`src/rtl/strobe_pkg.sv`:
```
package strobe_pkg;

  localparam int BBM_CODE_W = 8;
  localparam int NUM_SW     = 3;

  typedef enum logic [1:0] {
    SEL_OFF = 2'd0,
    SEL_SW0 = 2'd1,
    SEL_SW1 = 2'd2,
    SEL_SW2 = 2'd3
  } colour_sel_e;

  // Dead time in ns: 0 for code 0, else 222 + 111 per code step.
  function automatic int unsigned deadtime_ns(input logic [BBM_CODE_W-1:0] code);
    int unsigned c;
    c = int'(code);
    return (c == 0) ? 0 : (222 + 111 * c);
  endfunction

  function automatic int unsigned ns_to_cycles(input int unsigned ns, input int unsigned period);
    return (ns + period - 1) / period;
  endfunction

  function automatic logic [NUM_SW-1:0] decode_sel(input colour_sel_e sel);
    case (sel)
      SEL_SW0: return 3'b001;
      SEL_SW1: return 3'b010;
      SEL_SW2: return 3'b100;
      default: return 3'b000;
    endcase
  endfunction

endpackage

```
`src/rtl/strobe_sync.sv`:
```
module strobe_sync #(
  parameter int W = 2
) (
  input  logic         clk,
  input  logic         rst_n,
  input  logic [W-1:0] d_async,
  output logic [W-1:0] d_sync
);
  logic [W-1:0] stage1;

  always_ff @(posedge clk or negedge rst_n) begin
    if (!rst_n) begin
      stage1 <= '0;
      d_sync <= '0;
    end else begin
      stage1 <= d_async;
      d_sync <= stage1;
    end
  end
endmodule

```
`src/rtl/strobe_deadtime.sv`:
```
module strobe_deadtime
  import strobe_pkg::*;
#(
  parameter int CLK_PERIOD_NS = 5,
  parameter int CNT_W         = 13
) (
  input  logic [BBM_CODE_W-1:0] code,
  output logic [CNT_W-1:0]      cycles
);
  always_comb begin
    cycles = CNT_W'(ns_to_cycles(deadtime_ns(code), CLK_PERIOD_NS));
  end
endmodule

```
`src/rtl/strobe_switch_seq.sv`:
```
module strobe_switch_seq #(
  parameter int NSW   = 3,
  parameter int CNT_W = 13
) (
  input  logic             clk,
  input  logic             rst_n,
  input  logic [NSW-1:0]   target,
  input  logic [CNT_W-1:0] load_cycles,
  output logic [NSW-1:0]   sw_next,
  output logic [NSW-1:0]   sw_on
);
  logic [NSW-1:0]   tgt_q;
  logic [CNT_W-1:0] cnt_q, cnt_d;
  logic [NSW-1:0]   closing;
  logic             tgt_chg;
  logic             dly_zero;

  assign tgt_chg  = (target != tgt_q);
  assign closing  = target & ~sw_on;
  assign dly_zero = (load_cycles == '0);

  always_comb begin
    sw_next = sw_on;
    cnt_d   = cnt_q;
    if (tgt_chg) begin
      if (closing == '0 || dly_zero) begin
        sw_next = target;
        cnt_d   = '0;
      end else begin
        sw_next = sw_on & target;
        cnt_d   = load_cycles;
      end
    end else if (cnt_q != '0) begin
      cnt_d = cnt_q - CNT_W'(1);
      if (cnt_q == CNT_W'(1)) sw_next = tgt_q;
    end
  end

  always_ff @(posedge clk or negedge rst_n) begin
    if (!rst_n) begin
      tgt_q <= '0;
      sw_on <= '0;
      cnt_q <= '0;
    end else begin
      tgt_q <= target;
      sw_on <= sw_next;
      cnt_q <= cnt_d;
    end
  end

  // a cycle that turns a switch on turns none off, unless the dead time was zero
  a_r2_break_before_make: assert property (@(posedge clk) disable iff (!rst_n)
    ((sw_on & ~$past(sw_on)) != '0) |-> ((($past(sw_on) & ~sw_on) == '0) || $past(dly_zero)));

  // a switch on before and still wanted is never dropped
  a_r3_keep_closed: assert property (@(posedge clk) disable iff (!rst_n)
    (($past(sw_on) & tgt_q & ~sw_on) == '0));

  // the dead-time counter steps down by one while the target is steady
  a_r4_countdown: assert property (@(posedge clk) disable iff (!rst_n)
    (cnt_q != '0 && !tgt_chg) |=> (cnt_q == $past(cnt_q) - CNT_W'(1)));
endmodule

```
`src/rtl/rgb_strobe_bbm.sv`:
```
module rgb_strobe_bbm
  import strobe_pkg::*;
#(
  parameter int CLK_PERIOD_NS = 5,
  parameter int DAC_W         = 10,
  parameter int LIM_W         = 4
) (
  input  logic                  clk,
  input  logic                  rst_n,
  input  logic [1:0]            sel_async,
  input  logic                  rails_ok,
  input  logic                  direct_mode,
  input  logic [NUM_SW-1:0]     direct_sw,
  input  logic [DAC_W-1:0]      code_sw4,
  input  logic [DAC_W-1:0]      code_sw5,
  input  logic [DAC_W-1:0]      code_sw6,
  input  logic [BBM_CODE_W-1:0] bbm_code,
  input  logic [NUM_SW-1:0]     lim_en,
  input  logic [LIM_W-1:0]      lim_code,
  output logic [NUM_SW-1:0]     sw_on,
  output logic [DAC_W-1:0]      dac_code,
  output logic                  dac_valid,
  output logic                  lim_active,
  output logic [LIM_W-1:0]      lim_level
);
  localparam int MAX_CYC = ns_to_cycles(deadtime_ns({BBM_CODE_W{1'b1}}), CLK_PERIOD_NS);
  localparam int CNT_W   = $clog2(MAX_CYC + 1);

  logic [1:0]        sel_s;
  logic [NUM_SW-1:0] target;
  logic [NUM_SW-1:0] sw_next;
  logic [CNT_W-1:0]  load_cycles;
  logic [DAC_W-1:0]  codes [NUM_SW];
  logic [DAC_W-1:0]  dac_d;
  logic              valid_d;
  logic              lim_d;

  strobe_sync #(.W(2)) u_sync (
    .clk(clk), .rst_n(rst_n), .d_async(sel_async), .d_sync(sel_s)
  );

  always_comb begin
    if (!rails_ok)        target = '0;
    else if (direct_mode) target = direct_sw;
    else                  target = decode_sel(colour_sel_e'(sel_s));
  end

  strobe_deadtime #(.CLK_PERIOD_NS(CLK_PERIOD_NS), .CNT_W(CNT_W)) u_dt (
    .code(bbm_code), .cycles(load_cycles)
  );

  strobe_switch_seq #(.NSW(NUM_SW), .CNT_W(CNT_W)) u_seq (
    .clk(clk), .rst_n(rst_n), .target(target), .load_cycles(load_cycles),
    .sw_next(sw_next), .sw_on(sw_on)
  );

  assign codes[0] = code_sw4;
  assign codes[1] = code_sw5;
  assign codes[2] = code_sw6;

  always_comb begin
    dac_d   = '0;
    valid_d = 1'b0;
    for (int i = 0; i < NUM_SW; i++) begin
      if (sw_next == NUM_SW'(1 << i)) begin
        dac_d   = codes[i];
        valid_d = 1'b1;
      end
    end
    lim_d = (sw_next & lim_en) != '0;
  end

  always_ff @(posedge clk or negedge rst_n) begin
    if (!rst_n) begin
      dac_code   <= '0;
      dac_valid  <= 1'b0;
      lim_active <= 1'b0;
      lim_level  <= '0;
    end else begin
      dac_code   <= dac_d;
      dac_valid  <= valid_d;
      lim_active <= lim_d;
      lim_level  <= lim_d ? lim_code : '0;
    end
  end

  // rails down forces every switch off by the next edge
  a_r6_rails_off: assert property (@(posedge clk) disable iff (!rst_n)
    !rails_ok |=> (sw_on == '0));

  // outside direct mode at most one switch is on
  a_r1_single_switch: assert property (@(posedge clk) disable iff (!rst_n)
    !direct_mode |=> $onehot0(sw_on));

  // no DAC code is presented when none is selected
  a_r1_dac_none: assert property (@(posedge clk) disable iff (!rst_n)
    !dac_valid |-> (dac_code == '0));

  // limiting is reported only with an enabled switch on
  a_r7_lim_source: assert property (@(posedge clk) disable iff (!rst_n)
    lim_active |-> ((sw_on & $past(lim_en)) != '0));
endmodule

```
`config.mk`:
```
export PLATFORM = sky130hd
export DESIGN_NAME = rgb_strobe_bbm
export DESIGN_NICKNAME = d
export VERILOG_FILES = /design/src/rtl/strobe_pkg.sv /design/src/rtl/strobe_sync.sv /design/src/rtl/strobe_deadtime.sv /design/src/rtl/strobe_switch_seq.sv /design/src/rtl/rgb_strobe_bbm.sv
export SDC_FILE = /design/constraint.sdc
export NUM_CORES = 1
export LEC_CHECK = 0
export BUFFER_PORTS_ARGS = -buffer_cell sky130_fd_sc_hd__buf_2
export CORE_MARGIN = 5
export CORE_UTILIZATION = 40
export CTS_BUF_LIST = sky130_fd_sc_hd__clkbuf_16
export DETAILED_ROUTE_END_ITERATION = 8
export PLACE_DENSITY = 0.73
export SLEW_MARGIN = 15
export SYNTH_ARGS = -nofsm -noshare
export SYNTH_HDL_FRONTEND = slang
export SYNTH_SLANG_ARGS = --single-unit
```
`constraint.sdc`:
```
create_clock -name clk -period 2.8 [get_ports clk]
set_input_delay 0.28 -clock clk [delete_from_list [all_inputs] [get_ports clk]]
set_output_delay 0.28 -clock clk [all_outputs]
set_load 0.1 [all_outputs]
```
==> reports/results.ini, run 1 <==
[clocking]
cts_sinks=39
ctsHoldBuffers=0
cts-root-buf=clkbuf_16
clockBufferDepth=2
cts_tree=done
cts_buffers=5
path_clk_slew_ns=0.05
htreeDepth=2
clk_latency_ns=0.28

[timing]
setup_slack_ns=-5.73
clock_skew_ns=0.00614
period_share_pct=305
period_minus_slack_ns=8.53
slew_headroom_pct=40.5
report.final.slew_viol_count=0
hold_violations=0
fmax_mhz=117
fin_hold_ws_ns=0.106
rsz0062_at_grt=true
worst_pin_slew_ns=0.893
setup_viol=32

[setup_path]
end_kind=flop
cp_data_arrival_time_ns=8.68
start_kind=input port
worstSetupPathType=input port to flop
r2r-start=u_seq.cnt_q[5]
crit_top_cell=fa_1
required_ns=2.95
r2r_cells=12
max_stage_delay_ns=0.52
r2r-end=lim_level[0]
worst_path_max_delay_cell=fa_1
path_max_fanout=6
ff2ff_setup_slack_ns=-0.23

[route]
viasPerCell=5.50
drt-initial-drc-count=336
vias=6763
wl_per_cell_um=15.3
firstDrtPassIters=6
routed_wl_um=18800
ant_nets=0
drc=0

[run_status]
violations=setup timing
status=finished, violations left

[yosys]
syn_inst=757
yosysSeqAreaShare_pct=16.1
synthArstFlopShare_pct=100
syn_area_per_cell_um2=7.99
synthFlopType=dfrtp_1
synth-seq-cells=39
synth_edf_count=0
yosysWarningCount=0
synth_cell_types=96
syn_nets=881
synth_area_um2=6050

[cells_and_area]
area_growth_pct=52.6
final_cell_mix=buf_4, nand2_1, buf_2, inv_1, nor2_1
final_area_um2=9230
antenna_cells=0
fillCellCount=1125
stdcell_count=1229
nNetsFinal=1166
final_util_pct=61.4
final_common_cell=buf_4
drive_gt1_share_pct=44.4

[min_path]
holdPathEnd=u_sync.stage1[0]
min_from=sel_async[0]
hp-class=input port to flop
min_path_cells=1

[floorplanning]
rows=45
boundaryPins=73
dieHeight_um=133
core_um2=15000
die_width_um=133
die_area_um2=17700
initial_core_util_pct=40.2

[placed_design]
placedInstanceArea_um2=8170
hpwlAfterDp_um=13600
place_inst=1188
place_congestion=0.947
io_buffers=72

[grt]
grt_pass1_wl_um=30600
grt.total_usage_pct=20.2
grt_pass1_vias=6695
grt_overflow=0
grt_max_degree=40
antenna_found_initial=0

[run]
maxCapViolations=0

metal layers:
layer	routed length, µm	track usage [%]
met1	7910	25.2
met2	9720	36.5
met3	791	3.08
met4	383	4.45
met5	0	0
through the flow:
step / setup WS (ns) / setup TNS (ns)
after CTS: -5.57 / -166.87
final: -5.73 / -170.16
after floorplan: -5.68 / -159.66
after global placement: -6.04 / -179.56
after detailed placement: -6.19 / -183.50
after global routing: -6.05 / -179.70
repair_timing:
item | CTS | global route
buffers inserted | 25 | 8
resized for setup | 88 | 39
pin swaps | 59 | 30
setup endpoints to repair | 32 | 32
gates cloned | 4 | 0
synthesized netlist by cell type (all sizes together) (4+ instances only):
cell	number	area (µm²)
a21o	5	37.5
a211oi	7	57.6
nor4	5	31.3
nor2b	7	43.8
and4	7	63.8
o211ai	8	60.1
xnor2	28	253
dfrtp	39	976
o21ai	41	213
o22ai	12	75.1
a211o	5	43.8
and2	14	90.1
nand2	81	312
nor2	64	253
o31ai	5	37.5
and3	10	62.6
or4	4	33.8
buf	18	120
o21a	12	90.1
o221ai	12	161
fa	23	460
mux2i	7	95.1
or2	6	37.5
nand2b	6	37.5
nand3	29	150
xor2	14	123
o21bai	4	33.8
ha	47	588
a31oi	8	56.3
clkbuf	18	67.6
nand4	21	138
a21oi	38	216
nor3	21	126
or3	4	25.0
inv	69	259
a221oi	8	106
layout make-up:
| type | instances | area [µm²] | area share (%) |
|---|---|---|---|
| Clock buffer | 5 | 125 | 1.36 |
| Clock inverter | 1 | 3.75 | 0.0407 |
| Inverter | 70 | 270 | 2.93 |
| Multi-Input combinational cell | 614 | 5330 | 57.7 |
| Sequential cell | 39 | 976 | 10.6 |
| Tap cell | 188 | 235 | 2.55 |
| Timing Repair Buffer | 312 | 2290 | 24.8 |
worst max-delay path by stage:
stage | from | endpoint | slack [ns] | cells after the start
2_1_floorplan | bbm_code[5] | u_seq.cnt_q[0] | -5.68 | 38
5_1_grt | bbm_code[4] | u_seq.cnt_q[0] | -6.05 | 44
3_3_place_gp | bbm_code[5] | u_seq.cnt_q[0] | -6.04 | 36
3_5_place_dp | bbm_code[5] | u_seq.cnt_q[0] | -6.19 | 39
6_report | bbm_code[5] | u_seq.cnt_q[0] | -5.73 | 42
4_1_cts | bbm_code[5] | u_seq.cnt_q[0] | -5.57 | 38
worst max-delay path: cells and delay by family:
| kind | cells | cell delay, ns |
|---|---|---|
| multiplexers | 1 | 0.21 |
| XOR/XNOR | 2 | 0.32 |
| adder cells (fa/ha/maj) | 7 | 2.81 |
| AND/OR/NAND/NOR | 11 | 1.92 |
| buffers and inverters | 11 | 1.19 |
| AO/OA/AOI/OAI | 10 | 1.94 |
flip-flops by register name, indices dropped and copies added (netlist names):
name           flops
u_sync.d_sync      2
dac_valid          1
u_seq.sw_on        3
u_sync.stage1      2
u_seq.cnt_q       13
u_seq.tgt_q        3
lim_active         1
dac_code          10
lim_level          4
cells by family after synthesis:
family | Yosys count | synth area share, %
AOI/OAI and AO/OA | 201 | 26.1
muxes | 9 | 1.94
adders and majority gates | 72 | 17.7
buffers and inverters | 106 | 7.47
and+or+nand+nor | 288 | 24.5
xor gates and xnor gates | 42 | 6.20
DFF | 39 | 16.1
Power of run 1 is left out: the tool's default activity adds up to more than one toggle a clock period on the data nets, which glitch-free logic cannot reach.
==> run 2, diff against run 1 <==
--- a/config.mk
+++ b/config.mk
@@ -5,6 +5,7 @@
 export SDC_FILE = /design/constraint.sdc
 export NUM_CORES = 1
 export LEC_CHECK = 0
+export ABC_AREA = 1
 export BUFFER_PORTS_ARGS = -buffer_cell sky130_fd_sc_hd__buf_2
 export CORE_MARGIN = 5
 export CORE_UTILIZATION = 40
==> run 2 against run 1 <==
- the run still ends with setup timing left
- clock skew decreased by 0.0027 ns
- sequential cell count unchanged
- core utilization increased by 1.2 points
- critical path depth grew 50
- non-clock buffer count shrank 58
- setup slack worse by 1.2 ns
- via count decreased by 7.1%
- global-route usage shrank 2.1 points
- register-to-register slack better by 0.35 ns
- count of clock-buffer cells in the layout did not move
- cell count grew 3.0%
- critical endpoint is now dac_code[4]
- highest routed layer unchanged
==> reports/results.ini, run 2 <==
[yosys]
yosysWarningCount=0  ; unchanged
syn_nets=957  ; +8.6%
synth_cell_types=39  ; -59%
synthTopCellsByCount=nand2_1, inv_1, nand3_1, ha_1, nor2_1
synthFlopType=dfrtp_1
synth_area_leader_cell=dfrtp_1
synth_top_area_share_pct=17.2  ; +1.1 points
syn_inst=833  ; +10%
synth_most_common_cell=nand2_1
synthArstFlopShare_pct=100  ; unchanged
yosysSeqAreaShare_pct=17.2  ; +1.1 points
syn_area_per_cell_um2=6.80  ; -15%
synthTopCellsByArea=dfrtp_1, nand2_1, ha_1
synth-seq-cells=39  ; unchanged
synth_edf_count=0  ; unchanged
synth_area_um2=5670  ; -6.3%

[timing]
final.setup.tns_ns=-187.05  ; -16.89 ns
fmax_mhz=103  ; -12%
fin_hold_ws_ns=0.103  ; -0.00291 ns
period_share_pct=347  ; +42 points
period_minus_slack_ns=9.72  ; +1.19 ns
setup_viol=32  ; unchanged
slew_headroom_pct=41.2  ; +0.71 points
report.final.slew_viol_count=0  ; unchanged
worst_pin_slew_ns=0.882  ; -0.0107 ns
rsz0062_at_grt=true
hold_violations=0  ; unchanged
setup_slack_ns=-6.92  ; -1.19 ns
clock_skew_ns=0.00340  ; -0.00274 ns

[floorplanning]
die_area_um2=16600  ; -5.9%
boundaryPins=73  ; unchanged
initial_core_util_pct=40.8  ; +0.58 points
dieHeight_um=129  ; -3.0%
rows=43  ; -4.4%
core_um2=13900  ; -7.7%
die_width_um=129  ; -3.0%

[setup_path]
required_ns=3.02  ; +0.07 ns
worst_path_max_delay_cell=fa_1
end_kind=flop
path_max_fanout=6  ; unchanged
ff2ff_setup_slack_ns=0.12  ; +0.35 ns
cp_data_arrival_time_ns=9.94  ; +1.26 ns
r2r_cells=12  ; unchanged
crit_top_cell=nand2_2
worstSetupPathType=input port to flop
max_stage_delay_ns=0.54  ; +0.02 ns
start_kind=input port

[run_status]
status=finished, violations left
violations=setup timing

[placed_design]
hpwlAfterDp_um=11000  ; -19%
place_inst=1193  ; +0.42%
io_buffers=72  ; unchanged
place_congestion=0.829  ; -12%

[cells_and_area]
final_cell_mix=buf_4, nand2_1, inv_1, nand3_1, nand2_2
multi_input_area_um2=4850  ; -9.0%
drive_gt1_share_pct=49.0  ; +4.6 points
area_growth_pct=53.3
final_util_pct=62.6  ; +1.2 points
largest_reg_flops=13  ; unchanged
antenna_cells=0  ; unchanged
largest_registers=u_seq.cnt_q: 13 flops, dac_code: 10 flops, lim_level: 4 flops
regArea_um2=976  ; unchanged
fillCellCount=1160  ; +3.1%
nNetsFinal=1209  ; +3.7%
stdcell_count=1266  ; +3.0%
top_register=u_seq.cnt_q
final_common_cell=buf_4

[route]
drc=0  ; unchanged
firstDrtPassIters=5  ; -1
ant_nets=0  ; unchanged
wl_per_cell_um=13.2  ; -14%
vias=6286  ; -7.1%
drt-initial-drc-count=247  ; -26%
routed_wl_um=16700  ; -11%
viasPerCell=4.97  ; -9.8%

[clocking]
cts_tree=done
clockBufferDepth=2  ; unchanged
cts_sinks=39  ; unchanged
cts-root-buf=clkbuf_16
path_clk_slew_ns=0.06  ; about the same
cts_buffers=5  ; unchanged
clk_latency_ns=0.28  ; about the same
htreeDepth=2  ; unchanged

[run]
maxCapViolations=0  ; unchanged

[grt]
grt_pass1_wl_um=25700  ; -16%
grt.total_usage_pct=18.1  ; -2.1 points
grt_max_degree=40  ; unchanged
antenna_found_initial=0  ; unchanged
grt_pass1_vias=6118  ; -8.6%
grt_overflow=0  ; unchanged

[min_path]
min_path_cells=1  ; unchanged
hp-class=input port to flop

[run 2: cell count changes after synthesis, sizes merged, moves of 14 or more]
cell / before / now
a21oi: 38 / 23
inv: 69 / 166
xnor2: 28 / 7
nor3: 21 / 5
nand3: 29 / 122
o21ai: 41 / 23
nand2: 81 / 240
clkbuf: 18 / 4
and2: 14 / 0
[run 2: path summary, 6_finish.rpt]
check,startpoint,endpoint
setup / recovery,bbm_code[7],dac_code[4]
hold / removal,sel_async[1],u_sync.stage1[1]
setup reg to reg,u_seq.cnt_q[5],dac_code[9]
hold reg to reg,u_sync.stage1[0],u_sync.d_sync[0]
max in group asynchronous,rst_n,dac_code[5]
min in group asynchronous,rst_n,u_sync.d_sync[0]
[run 2: what timing repair did]
action	4_1_cts	5_1_grt
hold buffers	0	0
gates resized for setup	75	136
pin swaps	38	88
buffers inserted	44	21
gates cloned	4	0
endpoints found under the setup margin	32	32
[run 2: worst max-delay path: cells and delay by family]
kind | cells | cell delay [ns]
adder cells (fa/ha/maj) | 6 | 2.45
buffers and inverters | 16 | 0.97
AND/OR/NAND/NOR | 69 | 6.16
AO/OA/AOI/OAI | 1 | 0.08
[run 2: area by class of cell]
type,instances,share of cell area (%)
flip-flops and latches,39,11.2
repair buffers,254,21.0
clock inverters,3,0.504
inverters,168,7.43
clock buffers,5,1.44
well taps,180,2.59
multi-input cells,617,55.8
[run 2: metrics by stage]
stage	setup slack, ns	area, µm²
after CTS	-6.44	8050
final	-6.92	8690
after global routing	-7.53	8690
after floorplan	-6.15	5790
after global placement	-6.78	7200
after detailed placement	-7.06	7200
[run 2: routing by layer]
layer  up-vias  routed length (µm)  GRT usage [%]  part of all wire [%]
li1       3161                   -              -                     -
met5         -                   0              0                     0
met1      2956                6660           21.4                    40
met4         0                 357           4.32                   2.1
met3        33                 542           1.65                   3.3
met2       136                9100           34.9                    55
[run 2: kinds of logic after synthesis]
group | synth area share (%)
compound gates | 6.09
xor+xnor | 3.09
fa+ha+maj | 18.5
simple gates | 42.4
flops | 17.2
buf+inv | 12.7
Power of run 2 is left out for the same reason.
==> run 3, diff against run 2 <==
--- a/config.mk
+++ b/config.mk
@@ -12,6 +12,7 @@
 export CTS_BUF_LIST = sky130_fd_sc_hd__clkbuf_16
 export DETAILED_ROUTE_END_ITERATION = 8
 export PLACE_DENSITY = 0.73
+export SKIP_LAST_GASP = 1
 export SLEW_MARGIN = 15
 export SYNTH_ARGS = -nofsm -noshare
 export SYNTH_HDL_FRONTEND = slang
==> run 3 against run 2 <==
- the flow still finishes with violations (setup timing)
- wire length is 0.14% lower
- die area stayed put
- non-clock buffer count unchanged
- worst hold slack better by 0.0013 ns
- sequential share of layout area about the same
- critical path depth is 2 lower
- register-to-register slack lost 0.02 ns
==> reports/results.ini, run 3 (same netlist as run 2, synthesis figures left out) <==
[run_status]
status=finished, violations left
violations=setup timing

[route]
ant_nets=0  ; unchanged
drt-initial-drc-count=269  ; +8.9%
firstDrtPassIters=5  ; unchanged
wl_per_cell_um=13.1  ; -0.14%
routed_wl_um=16600  ; -0.14%
viasPerCell=4.99  ; +0.48%
drc=0  ; unchanged
vias=6316  ; +0.48%

[timing]
setup_slack_ns=-6.94  ; -0.0198 ns
clock_skew_ns=0.00326  ; -0.000135 ns
period_minus_slack_ns=9.74  ; +0.0198 ns
report.final.slew_viol_count=0  ; unchanged
final.setup.tns_ns=-187.48  ; -0.426 ns
rsz0062_at_grt=true
fmax_mhz=103  ; -0.20%
hold_violations=0  ; unchanged
setup_viol=32  ; unchanged
slew_headroom_pct=41.4  ; +0.27 points
period_share_pct=348  ; +0.71 points
worst_pin_slew_ns=0.878  ; -0.00400 ns

[floorplanning]
boundaryPins=73  ; unchanged
initial_core_util_pct=40.8  ; unchanged
dieHeight_um=129  ; unchanged
die_area_um2=16600  ; unchanged
core_um2=13900  ; unchanged
rows=43  ; unchanged
die_width_um=129  ; unchanged

[run]
maxCapViolations=0  ; unchanged

[clocking]
clockBufferDepth=2  ; unchanged
cts_sinks=39  ; unchanged
cts-root-buf=clkbuf_16
cts_buffers=5  ; unchanged
cts_tree=done
htreeDepth=2  ; unchanged
path_clk_slew_ns=0.06  ; about the same
clk_latency_ns=0.28  ; about the same

[setup_path]
worstSetupPathType=input port to flop
cp_data_arrival_time_ns=9.96  ; +0.02 ns
end_kind=flop
crit_top_cell=nand2_2
max_stage_delay_ns=0.54  ; about the same
worst_path_max_delay_cell=fa_1
path_max_fanout=6  ; unchanged
start_kind=input port
required_ns=3.02  ; about the same

[cells_and_area]
multi_input_area_um2=4840  ; about the same
nNetsFinal=1209  ; unchanged
antenna_cells=0  ; unchanged
top_register=u_seq.cnt_q
regArea_um2=976  ; unchanged
final_util_pct=62.5  ; about the same
area_growth_pct=53.2  ; about the same
final_common_cell=buf_4
final_cell_mix=buf_4, nand2_1, inv_1, nand3_1, nand2_2
drive_gt1_share_pct=48.8  ; -0.18 points
largest_reg_flops=13  ; unchanged
largest_registers=u_seq.cnt_q: 13 flops, dac_code: 10 flops, lim_level: 4 flops
fillCellCount=1159  ; -0.086%
final_area_um2=8680  ; about the same

[placed_design]
hpwlAfterDp_um=11000  ; unchanged
io_buffers=72  ; unchanged
place_congestion=0.829  ; unchanged
placedInstanceArea_um2=7200  ; unchanged

[grt]
grt.total_usage_pct=18.1  ; unchanged
grt_pass1_vias=6118  ; unchanged
met3_usage_pct=1.65  ; unchanged
grt_overflow=0  ; unchanged
busiest_layer=met2
grt.met1_usage_pct=21.4  ; unchanged
antenna_found_initial=0  ; unchanged
grt_pass1_wl_um=25700  ; unchanged
use_met2_pct=34.9  ; unchanged
grt_max_degree=40  ; unchanged

[min_path]
hp-class=input port to flop

## run 3: layout make-up
class,instances,area share [%]
clock buffer,5,1.44
clock inverter,3,0.505
inverter,168,7.44
multi-input combinational,617,55.8
sequential,39,11.2
tap,180,2.59
timing repair buffer,254,21.0
## run 3: path summary, 6_finish.rpt
kind                                        from                to  slack [ns]  cells past startpoint
worst max-delay path                 bbm_code[7]       dac_code[4]       -6.94                     90
worst min register to register  u_sync.stage1[0]  u_sync.d_sync[0]        0.36                      0
worst min-delay path                sel_async[1]  u_sync.stage1[1]        0.10                      1
worst max register to register    u_seq.cnt_q[5]       dac_code[9]        0.10                     12
max in group asynchronous                  rst_n    u_seq.cnt_q[8]        2.13                      1
min in group asynchronous                  rst_n  u_sync.d_sync[0]        0.11                      1
## run 3: repair_timing
| item | 4_1_cts | 5_1_grt |
|---|---|---|
| gates cloned | 4 | 0 |
| setup endpoints to repair | 32 | 32 |
| setup buffers | 44 | 21 |
| gates resized for setup | 75 | 133 |
| pin swaps | 38 | 87 |
| hold buffers | 0 | 0 |
## run 3: critical path, delay by kind of cell
| family | cells | cell delay (ns) |
|---|---|---|
| buffers and inverters | 16 | 1.01 |
| AOI/OAI and AO/OA | 2 | 0.32 |
| and+or+nand+nor | 66 | 5.84 |
| adders and majority gates | 6 | 2.50 |
## run 3: metrics by stage
step                cells  worst slack [ns]  hold WS [ns]
floorplan             833             -6.15       -0.0156
global route         1266             -7.54         0.101
finish               1266             -6.94         0.105
detailed placement   1193             -7.06         0.339
global placement     1193             -6.78         0.335
CTS                  1248             -6.44         0.108
## run 3: routing by layer
layer	vias up	routed length (µm)
li1	3162	-
met1	2977	6590
met2	142	9110
met3	35	547
met4	0	388
met5	-	0
Power of run 3 is left out for the same reason.
